--- config.mk ---
export PLATFORM = sky130hd
export DESIGN_NAME = table_walker
export DESIGN_NICKNAME = d
export VERILOG_FILES = /design/src/rtl/walk_pkg.sv /design/src/rtl/walk_ctrl.sv /design/src/rtl/walk_datapath.sv /design/src/rtl/table_walker.sv
export SDC_FILE = /design/constraint.sdc
export NUM_CORES = 1
export LEC_CHECK = 0
export BUFFER_PORTS_ARGS = -buffer_cell sky130_fd_sc_hd__clkbuf_2
export CAP_MARGIN = 20
export CORE_AREA = 2 2 146 148
export CTS_BUF_LIST = sky130_fd_sc_hd__clkbuf_4 sky130_fd_sc_hd__clkbuf_8 sky130_fd_sc_hd__clkbuf_16
export CTS_CLUSTER_SIZE = 24
export DETAILED_ROUTE_END_ITERATION = 7
export DIE_AREA = 0 0 148 150
export PLACE_DENSITY = 0.62
export SKIP_LAST_GASP = 1
export SLEW_MARGIN = 40
export SYNTH_ARGS = -nofsm -noshare
export SYNTH_HDL_FRONTEND = slang
export SYNTH_SLANG_ARGS = --single-unit
--- constraint.sdc ---
create_clock -name clk -period 2.48 [get_ports clk]
set_clock_uncertainty 0.15 [all_clocks]
set_input_delay 0.124 -clock clk [delete_from_list [all_inputs] [get_ports clk]]
set_output_delay 0.124 -clock clk [all_outputs]
set_load 0.005 [all_outputs]
--- src/rtl/walk_pkg.sv ---
package walk_pkg;
  typedef enum logic [2:0] {
    ST_IDLE, ST_READ, ST_CHECK, ST_WRITE_A, ST_DONE, ST_FAULT
  } walkState_e;

  typedef struct packed {
    logic load;     // accept request, latch inputs
    logic capture;  // latch fetched entry
    logic merge;    // fold entry flags into permissions
    logic advance;  // step to next level (or finish)
  } walkStrobe_t;

  localparam int ENTRY_W    = 64;
  localparam int BIT_PRESENT = 0;
  localparam int BIT_WRITE   = 1;
  localparam int BIT_USER    = 2;
  localparam int BIT_ACCESS  = 5;
  localparam int BIT_GLOBAL  = 8;
  localparam int BIT_NOEXEC  = 63;
endpackage

--- src/rtl/walk_ctrl.sv ---
module walk_ctrl
  import walk_pkg::*;
(
  input  logic        clk,
  input  logic        rstN,
  input  logic        startValid,
  input  logic        memAck,
  input  logic        entryPresent,
  input  logic        entryAccessed,
  input  logic        lastLevel,
  output walkStrobe_t strb,
  output logic        memReq,
  output logic        memWe,
  output logic        busy,
  output logic        doneValid,
  output logic        doneFault
);
  walkState_e stateQ, stateD;

  always_ff @(posedge clk) begin
    if (!rstN) stateQ <= ST_IDLE;
    else       stateQ <= stateD;
  end

  always_comb begin
    stateD = stateQ;
    unique case (stateQ)
      ST_IDLE:    if (startValid) stateD = ST_READ;
      ST_READ:    if (memAck) stateD = ST_CHECK;
      ST_CHECK: begin
        if (!entryPresent)       stateD = ST_FAULT;
        else if (!entryAccessed) stateD = ST_WRITE_A;
        else if (lastLevel)      stateD = ST_DONE;
        else                     stateD = ST_READ;
      end
      ST_WRITE_A: if (memAck) stateD = lastLevel ? ST_DONE : ST_READ;
      ST_DONE:    stateD = ST_IDLE;
      ST_FAULT:   stateD = ST_IDLE;
      default:    stateD = ST_IDLE;
    endcase
  end

  always_comb begin
    strb.load    = (stateQ == ST_IDLE) && startValid;
    strb.capture = (stateQ == ST_READ) && memAck;
    strb.merge   = (stateQ == ST_CHECK) && entryPresent;
    strb.advance = ((stateQ == ST_CHECK) && entryPresent && entryAccessed)
                 || ((stateQ == ST_WRITE_A) && memAck);
  end

  assign memReq    = (stateQ == ST_READ) || (stateQ == ST_WRITE_A);
  assign memWe     = (stateQ == ST_WRITE_A);
  assign busy      = (stateQ != ST_IDLE);
  assign doneValid = (stateQ == ST_DONE) || (stateQ == ST_FAULT);
  assign doneFault = (stateQ == ST_FAULT);
endmodule

--- src/rtl/walk_datapath.sv ---
module walk_datapath
  import walk_pkg::*;
#(
  parameter int LEVELS = 4,
  parameter int IDX_W  = 9,
  parameter int PPN_W  = 40,
  parameter int OFF_W  = 12,
  localparam int VPN_W  = LEVELS * IDX_W,
  localparam int LVL_W  = $clog2(LEVELS),
  localparam int FLV_W  = $clog2(LEVELS + 1),
  localparam int ADDR_W = PPN_W + IDX_W + 3,
  localparam int PA_W   = PPN_W + OFF_W
)(
  input  logic               clk,
  input  logic               rstN,
  input  walkStrobe_t        strb,
  input  logic [PPN_W-1:0]   rootBase,
  input  logic [VPN_W-1:0]   reqVpn,
  input  logic [OFF_W-1:0]   reqOffset,
  input  logic [ENTRY_W-1:0] memRdata,
  output logic [ADDR_W-1:0]  memAddr,
  output logic [ENTRY_W-1:0] memWdata,
  output logic               entryPresent,
  output logic               entryAccessed,
  output logic               lastLevel,
  output logic [FLV_W-1:0]   faultLevel,
  output logic [PPN_W-1:0]   ppn,
  output logic [PA_W-1:0]    physAddr,
  output logic               permWrite,
  output logic               permUser,
  output logic               execDisable,
  output logic               globalPage
);
  logic [VPN_W-1:0]   vpnQ;
  logic [OFF_W-1:0]   offQ;
  logic [PPN_W-1:0]   baseQ;
  logic [LVL_W-1:0]   levelQ;
  logic [ENTRY_W-1:0] entryQ;
  logic               wrQ, usrQ, xdQ, glbQ;
  logic [IDX_W-1:0]   idxSel;

  always_comb begin
    idxSel = '0;
    for (int k = 0; k < LEVELS; k++) begin
      if (levelQ == LVL_W'(k)) idxSel = vpnQ[VPN_W-1-k*IDX_W -: IDX_W];
    end
  end

  always_ff @(posedge clk) begin
    if (!rstN) begin
      vpnQ <= '0; offQ <= '0; baseQ <= '0; levelQ <= '0; entryQ <= '0;
      wrQ <= 1'b0; usrQ <= 1'b0; xdQ <= 1'b0; glbQ <= 1'b0;
    end else begin
      if (strb.load) begin
        vpnQ   <= reqVpn;
        offQ   <= reqOffset;
        baseQ  <= rootBase;
        levelQ <= '0;
        wrQ    <= 1'b1;
        usrQ   <= 1'b1;
        xdQ    <= 1'b0;
        glbQ   <= 1'b0;
      end
      if (strb.capture) entryQ <= memRdata;
      if (strb.merge) begin
        wrQ  <= wrQ  & entryQ[BIT_WRITE];
        usrQ <= usrQ & entryQ[BIT_USER];
        xdQ  <= xdQ  | entryQ[BIT_NOEXEC];
        glbQ <= entryQ[BIT_GLOBAL];
      end
      if (strb.advance) begin
        baseQ <= entryQ[OFF_W+PPN_W-1:OFF_W];
        if (!lastLevel) levelQ <= levelQ + 1'b1;
      end
    end
  end

  assign memAddr       = {baseQ, idxSel, 3'b000};
  assign memWdata      = entryQ | (ENTRY_W'(1) << BIT_ACCESS);
  assign entryPresent  = entryQ[BIT_PRESENT];
  assign entryAccessed = entryQ[BIT_ACCESS];
  assign lastLevel     = (levelQ == LVL_W'(LEVELS - 1));
  assign faultLevel    = FLV_W'(levelQ) + 1'b1;
  assign ppn           = baseQ;
  assign physAddr      = {baseQ, offQ};
  assign permWrite     = wrQ;
  assign permUser      = usrQ;
  assign execDisable   = xdQ;
  assign globalPage    = glbQ;
endmodule

--- src/rtl/table_walker.sv ---
module table_walker
  import walk_pkg::*;
#(
  parameter int LEVELS = 4,
  parameter int IDX_W  = 9,
  parameter int PPN_W  = 40,
  parameter int OFF_W  = 12,
  localparam int VPN_W  = LEVELS * IDX_W,
  localparam int FLV_W  = $clog2(LEVELS + 1),
  localparam int ADDR_W = PPN_W + IDX_W + 3,
  localparam int PA_W   = PPN_W + OFF_W
)(
  input  logic               clk,
  input  logic               rstN,
  input  logic               startValid,
  input  logic [VPN_W-1:0]   reqVpn,
  input  logic [OFF_W-1:0]   reqOffset,
  input  logic [PPN_W-1:0]   rootBase,
  output logic               busy,
  output logic               memReq,
  output logic               memWe,
  output logic [ADDR_W-1:0]  memAddr,
  output logic [ENTRY_W-1:0] memWdata,
  input  logic               memAck,
  input  logic [ENTRY_W-1:0] memRdata,
  output logic               doneValid,
  output logic               doneFault,
  output logic [FLV_W-1:0]   faultLevel,
  output logic [PPN_W-1:0]   ppn,
  output logic [PA_W-1:0]    physAddr,
  output logic               permWrite,
  output logic               permUser,
  output logic               execDisable,
  output logic               globalPage
);
  walkStrobe_t strb;
  logic entryPresent, entryAccessed, lastLevel;

  walk_ctrl u_ctrl (
    .clk(clk), .rstN(rstN), .startValid(startValid), .memAck(memAck),
    .entryPresent(entryPresent), .entryAccessed(entryAccessed),
    .lastLevel(lastLevel), .strb(strb), .memReq(memReq), .memWe(memWe),
    .busy(busy), .doneValid(doneValid), .doneFault(doneFault)
  );

  walk_datapath #(.LEVELS(LEVELS), .IDX_W(IDX_W), .PPN_W(PPN_W), .OFF_W(OFF_W)) u_dp (
    .clk(clk), .rstN(rstN), .strb(strb), .rootBase(rootBase),
    .reqVpn(reqVpn), .reqOffset(reqOffset), .memRdata(memRdata),
    .memAddr(memAddr), .memWdata(memWdata), .entryPresent(entryPresent),
    .entryAccessed(entryAccessed), .lastLevel(lastLevel),
    .faultLevel(faultLevel), .ppn(ppn), .physAddr(physAddr),
    .permWrite(permWrite), .permUser(permUser),
    .execDisable(execDisable), .globalPage(globalPage)
  );
endmodule

==> impl_metrics.ini, run 1 <==
[finish]
fin_cells = 1620
nFillCells = 1962
area_growth_pct = 49.7
drive_above_1_share = 0.319
nets = 1492
final_util = 0.524

[clocking]
cts_buffers = 17
root_buffer = clkbuf_16
clkSlewWorstSetupHoldPaths_ps = 70
cts_max_path_buffers = 2
htreeDepth = 4
clock_latency_ps = 420
cts_tree = done
clock-sinks = 161

[setup_path]
reg2reg_from = u_ctrl.stateQ[0]
worst_ep_arrival_time_ps = 1990
end_kind = primary output
start_kind = flop
worstSetupPathType = flop to primary output
worst_ep_required_time_ps = 2210
crit_fanout = 18
crit_start = u_dp.levelQ[1]

[floorplanning]
coreArea_um2 = 20700
pin_count = 376
fp.dieArea_um2 = 22200
rows = 53
die_width_um = 148
start_util = 0.350
die_h_um = 150

[sta]
worstMarginPinSlew_ps = 608
period_share = 0.913
timing.final.crit_period_ps = 2260
finalSetupTns_ps = 0
clock.fmax_ghz = 0.442
grt_setup_unrepaired = no
setup_violations = 0
finalMaxSlewViolations = 0
hold_viol_final = 0
slew-limit-headroom = 0.595

[synth]
syn_avg_cell_area_um2 = 7.79
synth-warning-count = 0
synth_edf_count = 0
synth-simple-area-share = 0.189
synth_xor_area_frac = 0.00121
async_flop_share = 0
ys_types = 33
yosysSeqAreaShare = 0.445
yosys.area_share.adder = 0.00691
synth_flop_cell = dfxtp_1
yosysMostFrequentCell = nand2_1
synthCells = 930
synth.ff_latch_count = 161
muxShareOfSynthArea = 0.00276
synth_area_leader_cell = dfxtp_1
synth_top_family_by_area = compound AO/OA/AOI/OAI gates
synthTopCellsByCount = nand2_1, dfxtp_1, a21oi_1
ys_top_cells_by_area = dfxtp_1, nand2_1, a21oi_1, buf_4, a2111oi_0
synth_top_area_frac = 0.445
syn_area_um2 = 7250
synth_compound_area_frac = 0.215

[route]
final_antenna_net_count = 0
routed_wirelength_um = 26400
firstDrtPassIters = 8
drt-wirelength-per-cell_um = 16.3
num_vias = 8033
drc = 0
drtIter0Drc = 481
viasPerCell = 4.96

[global_route]
grt_pass1_wl_um = 40500
grt_start_max_net_pins = 89
antenna_found_initial = 1
grt_pass1_vias = 7618
track_usage = 0.230
grt_overflow = 0

[hold_path]
hold_start = u_dp.offQ[4]
hold_class = flop to flop

[job]
maxCapViolCount = 0

[placed_design]
port_buffers = 371
place_hpwl_um = 17000
globalplace.congestion = 0.865
place_inst = 1433

[power]
ir_worst_vdd_mv = 0.472
pwr_density_cell_nw_per_um2 = 606
leakagePower_nw = 4.73

[outcome]
outcome = completed
==> worst max-delay path, stage by stage (launching register included) <==
cell      delay, ps
dfxtp_1         390
inv_1            80
ha_1            400
a21oi_1         220
o21ai_0         130
a22o_1          230
clkbuf_2        120
==> flip-flops by register name (all words and copies together) (netlist names) <==
register,cells
u_dp.ppn,40
u_dp.vpnQ,36
u_dp.offQ,12
u_ctrl.stateQ,3
u_dp.permWrite,1
u_dp.entryQ,64
u_dp.levelQ,2
u_dp.permUser,1
u_dp.globalPage,1
u_dp.execDisable,1
==> routing by layer <==
layer	track usage	share of wire
met5	0	0
met4	0.0890	0.028
met3	0.0430	0.062
met2	0.386	0.49
met1	0.293	0.43
==> area by class of cell <==
cell class	count	area, um2	area share
multi-input cells	593	3050	0.281
clock buffers	20	460	0.0424
diodes	1	2.50	0.000231
inverters	13	51.3	0.00473
well taps	275	344	0.0317
repair buffers	546	3610	0.333
clock inverters	11	106	0.00980
flip-flops and latches	161	3220	0.297
==> through the flow <==
stage / total power, mW / setup slack (ps) / hold slack (ps) / instance area (um2)
floorplan: 3.48 / 787 / 110 / 7250
finish: 6.57 / 216 / 304 / 10900
global placement: 3.86 / 497 / 196 / 8730
detailed placement: 3.87 / 421 / 202 / 8730
CTS: 6.64 / 196 / 293 / 10800
global route: 6.87 / 63.2 / 301 / 10900
==> logic make-up (layout without fill, tap and decap cells) <==
family / count (synthesis) / after routing
adders and majority gates: 4 / 4
muxes: 2 / 2
and+or+nand+nor: 341 / 341
AOI/OAI and AO/OA: 241 / 241
other: 2 / 5
DFF: 161 / 161
buffers and inverters: 178 / 590
xor gates and xnor gates: 1 / 1
==> cell usage in the layout, fill, tap and decap left out, types with 2 or more instances in the layout <==
master	instances
clkbuf_8	2
nor2_1	4
inv_6	3
o21ai_0	13
nor4bb_1	2
a2111oi_0	40
nand3_1	2
ha_1	3
clkinv_4	2
a22o_1	9
conb_1	4
a311oi_1	40
buf_4	16
buf_12	4
mux2i_1	2
dfxtp_1	160
clkinvlp_4	3
nand2_1	319
nor2b_1	2
and2_1	2
a21oi_1	134
clkinv_2	2
clkbuf_2	371
nand2b_1	3
clkbuf_16	17
dlygate4sd3_1	155
inv_1	12
==> worst paths after layout <==
check | cells past startpoint | slack, ps | endpoint
worst min-delay path | 2 | 300 | u_dp.offQ[4]
worst min register to register | 2 | 300 | u_dp.offQ[4]
worst max-delay path | 6 | 220 | memAddr[8]
worst max register to register | 5 | 420 | u_dp.ppn[27]
==> where the power goes <==
part           total (mW)  internal, mW  switching (mW)
Sequential           2.89          2.75           0.144
Combinational        1.13         0.564           0.562
Clock                2.56          1.45            1.11
Total                6.57          4.76            1.81
==> repair_timing <==
action | in CTS | in global routing
setup endpoints to repair | 0 | 1
buffers inserted | 0 | 0
resized for setup | 0 | 1
hold buffers | 155 | 0
endpoints found under the hold margin | 159 | 0
Power figures use the tool's default switching activity.
==> inputs of run 2 (changes only) <==
--- a/config.mk
+++ b/config.mk
@@ -5,6 +5,7 @@
 export SDC_FILE = /design/constraint.sdc
 export NUM_CORES = 1
 export LEC_CHECK = 0
+export ABC_CLOCK_PERIOD_IN_PS = 2480
 export BUFFER_PORTS_ARGS = -buffer_cell sky130_fd_sc_hd__clkbuf_2
 export CAP_MARGIN = 20
 export CORE_AREA = 2 2 146 148
@@ -12,7 +13,7 @@
 export CTS_CLUSTER_SIZE = 24
 export DETAILED_ROUTE_END_ITERATION = 7
 export DIE_AREA = 0 0 148 150
-export PLACE_DENSITY = 0.62
+export PLACE_DENSITY = 0.71
 export SKIP_LAST_GASP = 1
 export SLEW_MARGIN = 40
 export SYNTH_ARGS = -nofsm -noshare
==> run 2 against run 1 <==
Against the previous run:
- combinational power about the same
- worst setup slack worse by 140 ps
- critical path depth down 1
- first-iteration DRC count up 27%
- flip-flop and latch count unchanged
- routed wire length up 3.9%
- total power up 5.1%
- non-clock buffer count down 2
- final cell count about the same
- register-to-register slack better by 40 ps
- design area up 0.61%
- utilization up 0.32 points
- critical endpoint is now memAddr[5]
- largest cell class unchanged
==> impl_metrics.ini, run 2 (synthesized netlist as in run 1, its figures left out) <==
[sta]
finalSetupTns_ps = 0
worstMarginPinSlew_ps = 725
slew-limit-headroom = 0.517
clock.fmax_ghz = 0.417
finalMaxSlewViolations = 0
fin_ws_ps = 80.9
timing.final.crit_period_ps = 2400
grt_setup_unrepaired = no
hold_viol_final = 0
period_share = 0.967
hold_ws_ps = 304
setup_violations = 0

[power]
leakagePower_nw = 4.76
p_switching_mw = 1.84
ir_worst_vdd_mv = 0.468
clkPwrFrac = 0.416
power.internal_mw = 5.07
p_seq_frac = 0.419
p_sw_frac = 0.266
combPwrFrac = 0.165
pwr_density_cell_nw_per_um2 = 633

[route]
routed_wirelength_um = 27500
drt-wirelength-per-cell_um = 17.0
firstDrtPassIters = 5
num_vias = 8260
drc = 0
drtIter0Drc = 613
viasPerCell = 5.10
final_antenna_net_count = 0

[finish]
drive_above_1_share = 0.318
area_growth_pct = 50.7
nFillCells = 1901
nets = 1490
final_common_cell = clkbuf_2
largest_reg_flops = 64
fin_cells = 1619
final_cell_mix = clkbuf_2, nand2_1, dfxtp_1
top_register = u_dp.entryQ

[hold_path]
hold_class = flop to flop

[setup_path]
worstSetupPathType = flop to primary output
worst_ep_required_time_ps = 2210
worst_ep_arrival_time_ps = 2130
cp_slowest_stage_delay_ps = 640
path_delay_family = adder cells
cp_slowest_cell = ha_1
path_cells = inv_1, ha_1, a21oi_1, a22o_1, clkbuf_2
end_kind = primary output
cp.buffers_inverters = 2
crit_fanout = 18
start_kind = flop

[clocking]
cts_buffers = 17
cts_hold_buf = 155
clock_latency_ps = 430
cts_resized = 0
clkSlewWorstSetupHoldPaths_ps = 60
htreeDepth = 4
postCtsSetupBuffers = 0
cts_max_path_buffers = 2
cts_tree = done
clock-sinks = 161
root_buffer = clkbuf_16

[placed_design]
place_hpwl_um = 17300
port_buffers = 371
post-place-ws_ps = 488
place_inst = 1431
globalplace.congestion = 0.894

[global_route]
grt_overflow = 0
grt_pass1_vias = 7722
grt_pass1_wl_um = 41100
grt_start_max_net_pins = 63
track_usage = 0.234
antenna_found_initial = 1

[job]
maxCapViolCount = 0

[floorplanning]
pin_count = 376
coreArea_um2 = 20700
rows = 53
fp.dieArea_um2 = 22200
die_h_um = 150
start_util = 0.350
die_width_um = 148

[outcome]
outcome = completed
run 2: layout make-up:
class | instances | area (um2) | share of cell area
Timing Repair Buffer | 544 | 3610 | 0.330
Sequential cell | 161 | 3220 | 0.295
Multi-Input combinational cell | 593 | 3050 | 0.280
Clock buffer | 20 | 460 | 0.0422
Tap cell | 275 | 344 | 0.0315
Clock inverter | 12 | 178 | 0.0163
Inverter | 13 | 51.3 | 0.00470
Antenna cell | 1 | 2.50 | 0.000229
run 2: layer usage:
metal | GRT usage | up-vias | share of wire
li1 | - | 3891 | -
met1 | 0.288 | 3808 | 0.41
met2 | 0.396 | 467 | 0.49
met3 | 0.0454 | 94 | 0.066
met4 | 0.109 | 0 | 0.041
met5 | 0 | - | 0
run 2: worst register-to-register path, cell delays in order (launching register included):
cell and delay, ps:
dfxtp_2 500, buf_4 440, a211o_1 160, buf_4 400, a311oi_1 220
run 2: path summary, 6_finish.rpt:
kind	start	end	slack (ps)	cells after the start
worst max-delay path	u_dp.levelQ[0]	memAddr[5]	80	5
worst min-delay path	u_dp.vpnQ[17]	u_dp.vpnQ[17]	300	2
worst max register to register	u_ctrl.stateQ[2]	u_dp.ppn[1]	460	4
worst min register to register	u_dp.vpnQ[17]	u_dp.vpnQ[17]	300	2
run 2: power groups by stage:
stage | sequential [mW] | combinational [mW] | clock, mW
2_1_floorplan | 2.91 | 0.567 | 0
3_3_place_gp | 2.94 | 0.920 | 0
3_5_place_dp | 2.95 | 0.929 | 0
4_1_cts | 2.89 | 1.13 | 2.92
5_1_grt | 2.91 | 1.25 | 3.03
6_report | 2.89 | 1.14 | 2.87
run 2: metrics by stage:
stage          power [mW]  cell area [um2]   util
2_1_floorplan        3.48             7250      -
3_3_place_gp         3.86             8730  0.422
3_5_place_dp         3.87             8730  0.422
4_1_cts              6.93            10900  0.528
5_1_grt              7.19            10900  0.528
6_report             6.91            10900  0.528
==> inputs of run 3 (changes only) <==
--- a/config.mk
+++ b/config.mk
@@ -5,15 +5,16 @@
 export SDC_FILE = /design/constraint.sdc
 export NUM_CORES = 1
 export LEC_CHECK = 0
+export ABC_AREA = 1
 export ABC_CLOCK_PERIOD_IN_PS = 2480
 export BUFFER_PORTS_ARGS = -buffer_cell sky130_fd_sc_hd__clkbuf_2
 export CAP_MARGIN = 20
-export CORE_AREA = 2 2 146 148
+export CORE_AREA = 2 2 145 147
 export CTS_BUF_LIST = sky130_fd_sc_hd__clkbuf_4 sky130_fd_sc_hd__clkbuf_8 sky130_fd_sc_hd__clkbuf_16
 export CTS_CLUSTER_SIZE = 24
 export DETAILED_ROUTE_END_ITERATION = 7
-export DIE_AREA = 0 0 148 150
-export PLACE_DENSITY = 0.71
+export DIE_AREA = 0 0 147 149
+export PLACE_DENSITY = 0.73
 export SKIP_LAST_GASP = 1
 export SLEW_MARGIN = 40
 export SYNTH_ARGS = -nofsm -noshare
==> run 3 against run 2 <==
Against the previous run:
- final cell count grew 5.4%
- synthesized area grew 4.6%
- flip-flop and latch count stayed put
- first-iteration DRC count is 20% lower
- non-clock buffer count shrank 4
- critical path type unchanged
- critical endpoint is now memAddr[11]
- largest power group unchanged
- highest routed layer unchanged
==> impl_metrics.ini, run 3 <==
[outcome]
outcome = completed

[setup_path]
cp_slowest_stage_delay_ps = 450
path_common_cell = inv_1
crit_start = u_dp.levelQ[0]
path_delay_family = buffers and inverters
cp.buffers_inverters = 3
worst_ep_arrival_time_ps = 2070
start_kind = flop
worst_ep_required_time_ps = 2210
cp_slowest_cell = ha_1
reg2reg_from = u_ctrl.stateQ[1]
path_cells = inv_1, ha_1, inv_1, o21ai_0, o22ai_1, clkbuf_2
crit_fanout = 10
end_kind = primary output
worstSetupPathType = flop to primary output

[route]
viasPerCell = 4.89
drc = 0
routed_wirelength_um = 26100
drt-wirelength-per-cell_um = 15.3
firstDrtPassIters = 5
final_antenna_net_count = 0
num_vias = 8355
drtIter0Drc = 489

[floorplanning]
fp.dieArea_um2 = 21900
pin_count = 376
coreArea_um2 = 20600
rows = 53
start_util = 0.369
die_width_um = 147
die_h_um = 149

[finish]
area_growth_pct = 46.9
final_util = 0.542
nFillCells = 1840
top_register = u_dp.entryQ
nets = 1578
register_area_um2 = 3220
final_cell_mix = clkbuf_2, dfxtp_1, dlygate4sd3_1
drive_above_1_share = 0.301
largest_reg_flops = 64
multi_input_area_um2 = 2990
final_common_cell = clkbuf_2
fin_cells = 1707

[clocking]
cts_buffers = 17
clock-sinks = 161
root_buffer = clkbuf_16
cts_max_path_buffers = 2
clock_latency_ps = 420
clkSlewWorstSetupHoldPaths_ps = 70
htreeDepth = 4
cts_tree = done

[global_route]
grt_start_max_net_pins = 85
antenna_found_initial = 1
track_usage = 0.230
grt_overflow = 0
grt_pass1_wl_um = 40700
grt_pass1_vias = 7935

[power]
p_sw_frac = 0.303
ir_worst_vdd_mv = 0.449
p_seq_frac = 0.405
pwr_density_cell_nw_per_um2 = 687
combPwrFrac = 0.227
leakagePower_nw = 5.22
p_switching_mw = 2.32
clkPwrFrac = 0.368
power.internal_mw = 5.33

[synth]
yosysMostFrequentCell = dfxtp_1
synth_top_area_frac = 0.425
synth_edf_count = 0
synthTopCellsByCount = dfxtp_1, a21oi_1, o21ai_0
syn_area_um2 = 7580
ys_types = 29
synth-warning-count = 0
synth_flop_cell = dfxtp_1
syn_avg_cell_area_um2 = 7.39
synthCells = 1026
ys_top_cells_by_area = dfxtp_1, a21oi_1, buf_4, o21ai_0, nand4_1
async_flop_share = 0
synth_area_leader_cell = dfxtp_1
synth.ff_latch_count = 161
yosysSeqAreaShare = 0.425

[hold_path]
hold_class = input pin to flop
hold_start = startValid

[sta]
timing.final.crit_period_ps = 2340
worstMarginPinSlew_ps = 569
grt_setup_unrepaired = yes
setup_violations = 0
clock.fmax_ghz = 0.427
slew-limit-headroom = 0.621
finalSetupTns_ps = 0
finalMaxSlewViolations = 0
period_share = 0.944
hold_viol_final = 0

[placed_design]
port_buffers = 371
place_inst = 1520
place_hpwl_um = 16000
globalplace.congestion = 0.794

[job]
maxCapViolCount = 0
==> run 3: stage by stage <==
| step | hold slack (ps) | power (mW) | worst slack (ps) | cell area (um2) |
|---|---|---|---|---|
| final | 75.2 | 7.65 | 140 | 11100 |
| after global routing | 101 | 8.06 | -15.5 | 11100 |
| after CTS | 58.7 | 7.69 | 104 | 11100 |
| after detailed placement | 219 | 4.67 | 547 | 8970 |
| after global placement | 208 | 4.64 | 578 | 8970 |
| after floorplan | 123 | 4.12 | 941 | 7590 |
==> run 3: path summary, 6_finish.rpt <==
check                                  endpoint  slack [ps]  depth (start not counted)
worst max-delay path                memAddr[11]         140                          6
worst min-delay path               u_dp.offQ[3]          80                          3
worst max register to register  u_dp.entryQ[43]         480                          6
worst min register to register    u_dp.vpnQ[16]         300                          2
==> run 3: power by group through the flow <==
stage / clock network [mW] / logic, mW / registers [mW]
finish: 2.81 / 1.74 / 3.10
global route: 2.98 / 1.94 / 3.13
CTS: 2.88 / 1.72 / 3.09
detailed placement: 0 / 1.52 / 3.15
global placement: 0 / 1.51 / 3.14
floorplan: 0 / 0.999 / 3.13
==> run 3: layout make-up <==
type	instances	area share
inverters	104	0.0356
diodes	1	0.000225
flip-flops and latches	161	0.289
well taps	275	0.0309
clock inverters	14	0.0170
multi-input cells	594	0.268
repair buffers	540	0.320
clock buffers	18	0.0389
==> run 3: cells by family (layout without fill, tap and decap cells) <==
| group | count (synthesis) | count (layout) | share of synthesized area |
|---|---|---|---|
| compound gates | 279 | 279 | 0.187 |
| fa+ha+maj | 4 | 4 | 0.00660 |
| buf+inv | 273 | 676 | 0.186 |
| flops | 161 | 161 | 0.425 |
| other cells | 2 | 5 | 0.000991 |
| simple gates | 307 | 307 | 0.195 |
==> run 3: worst reg2reg max path, cell delays in order (launching register included) <==
cell and delay (ps):
dfxtp_1 520, inv_2 110, buf_4 230, nand3_4 260, buf_4 340, o21ai_0 150
a21oi_1 160
==> run 3: what timing repair did <==
action | 4_1_cts | 5_1_grt
hold buffers | 153 | 0
buffers inserted | 0 | 1
endpoints found under the setup margin | 0 | 9
hold endpoints to repair | 154 | 0
resized for setup | 0 | 1
==> run 3: metal layers <==
| layer | up-vias | global-route usage | wire [um] |
|---|---|---|---|
| met4 | 0 | 0.0827 | 635 |
| met2 | 358 | 0.402 | 13000 |
| met1 | 3823 | 0.282 | 10700 |
| met5 | - | 0 | 0 |
| li1 | 4124 | - | - |
| met3 | 50 | 0.0486 | 1730 |
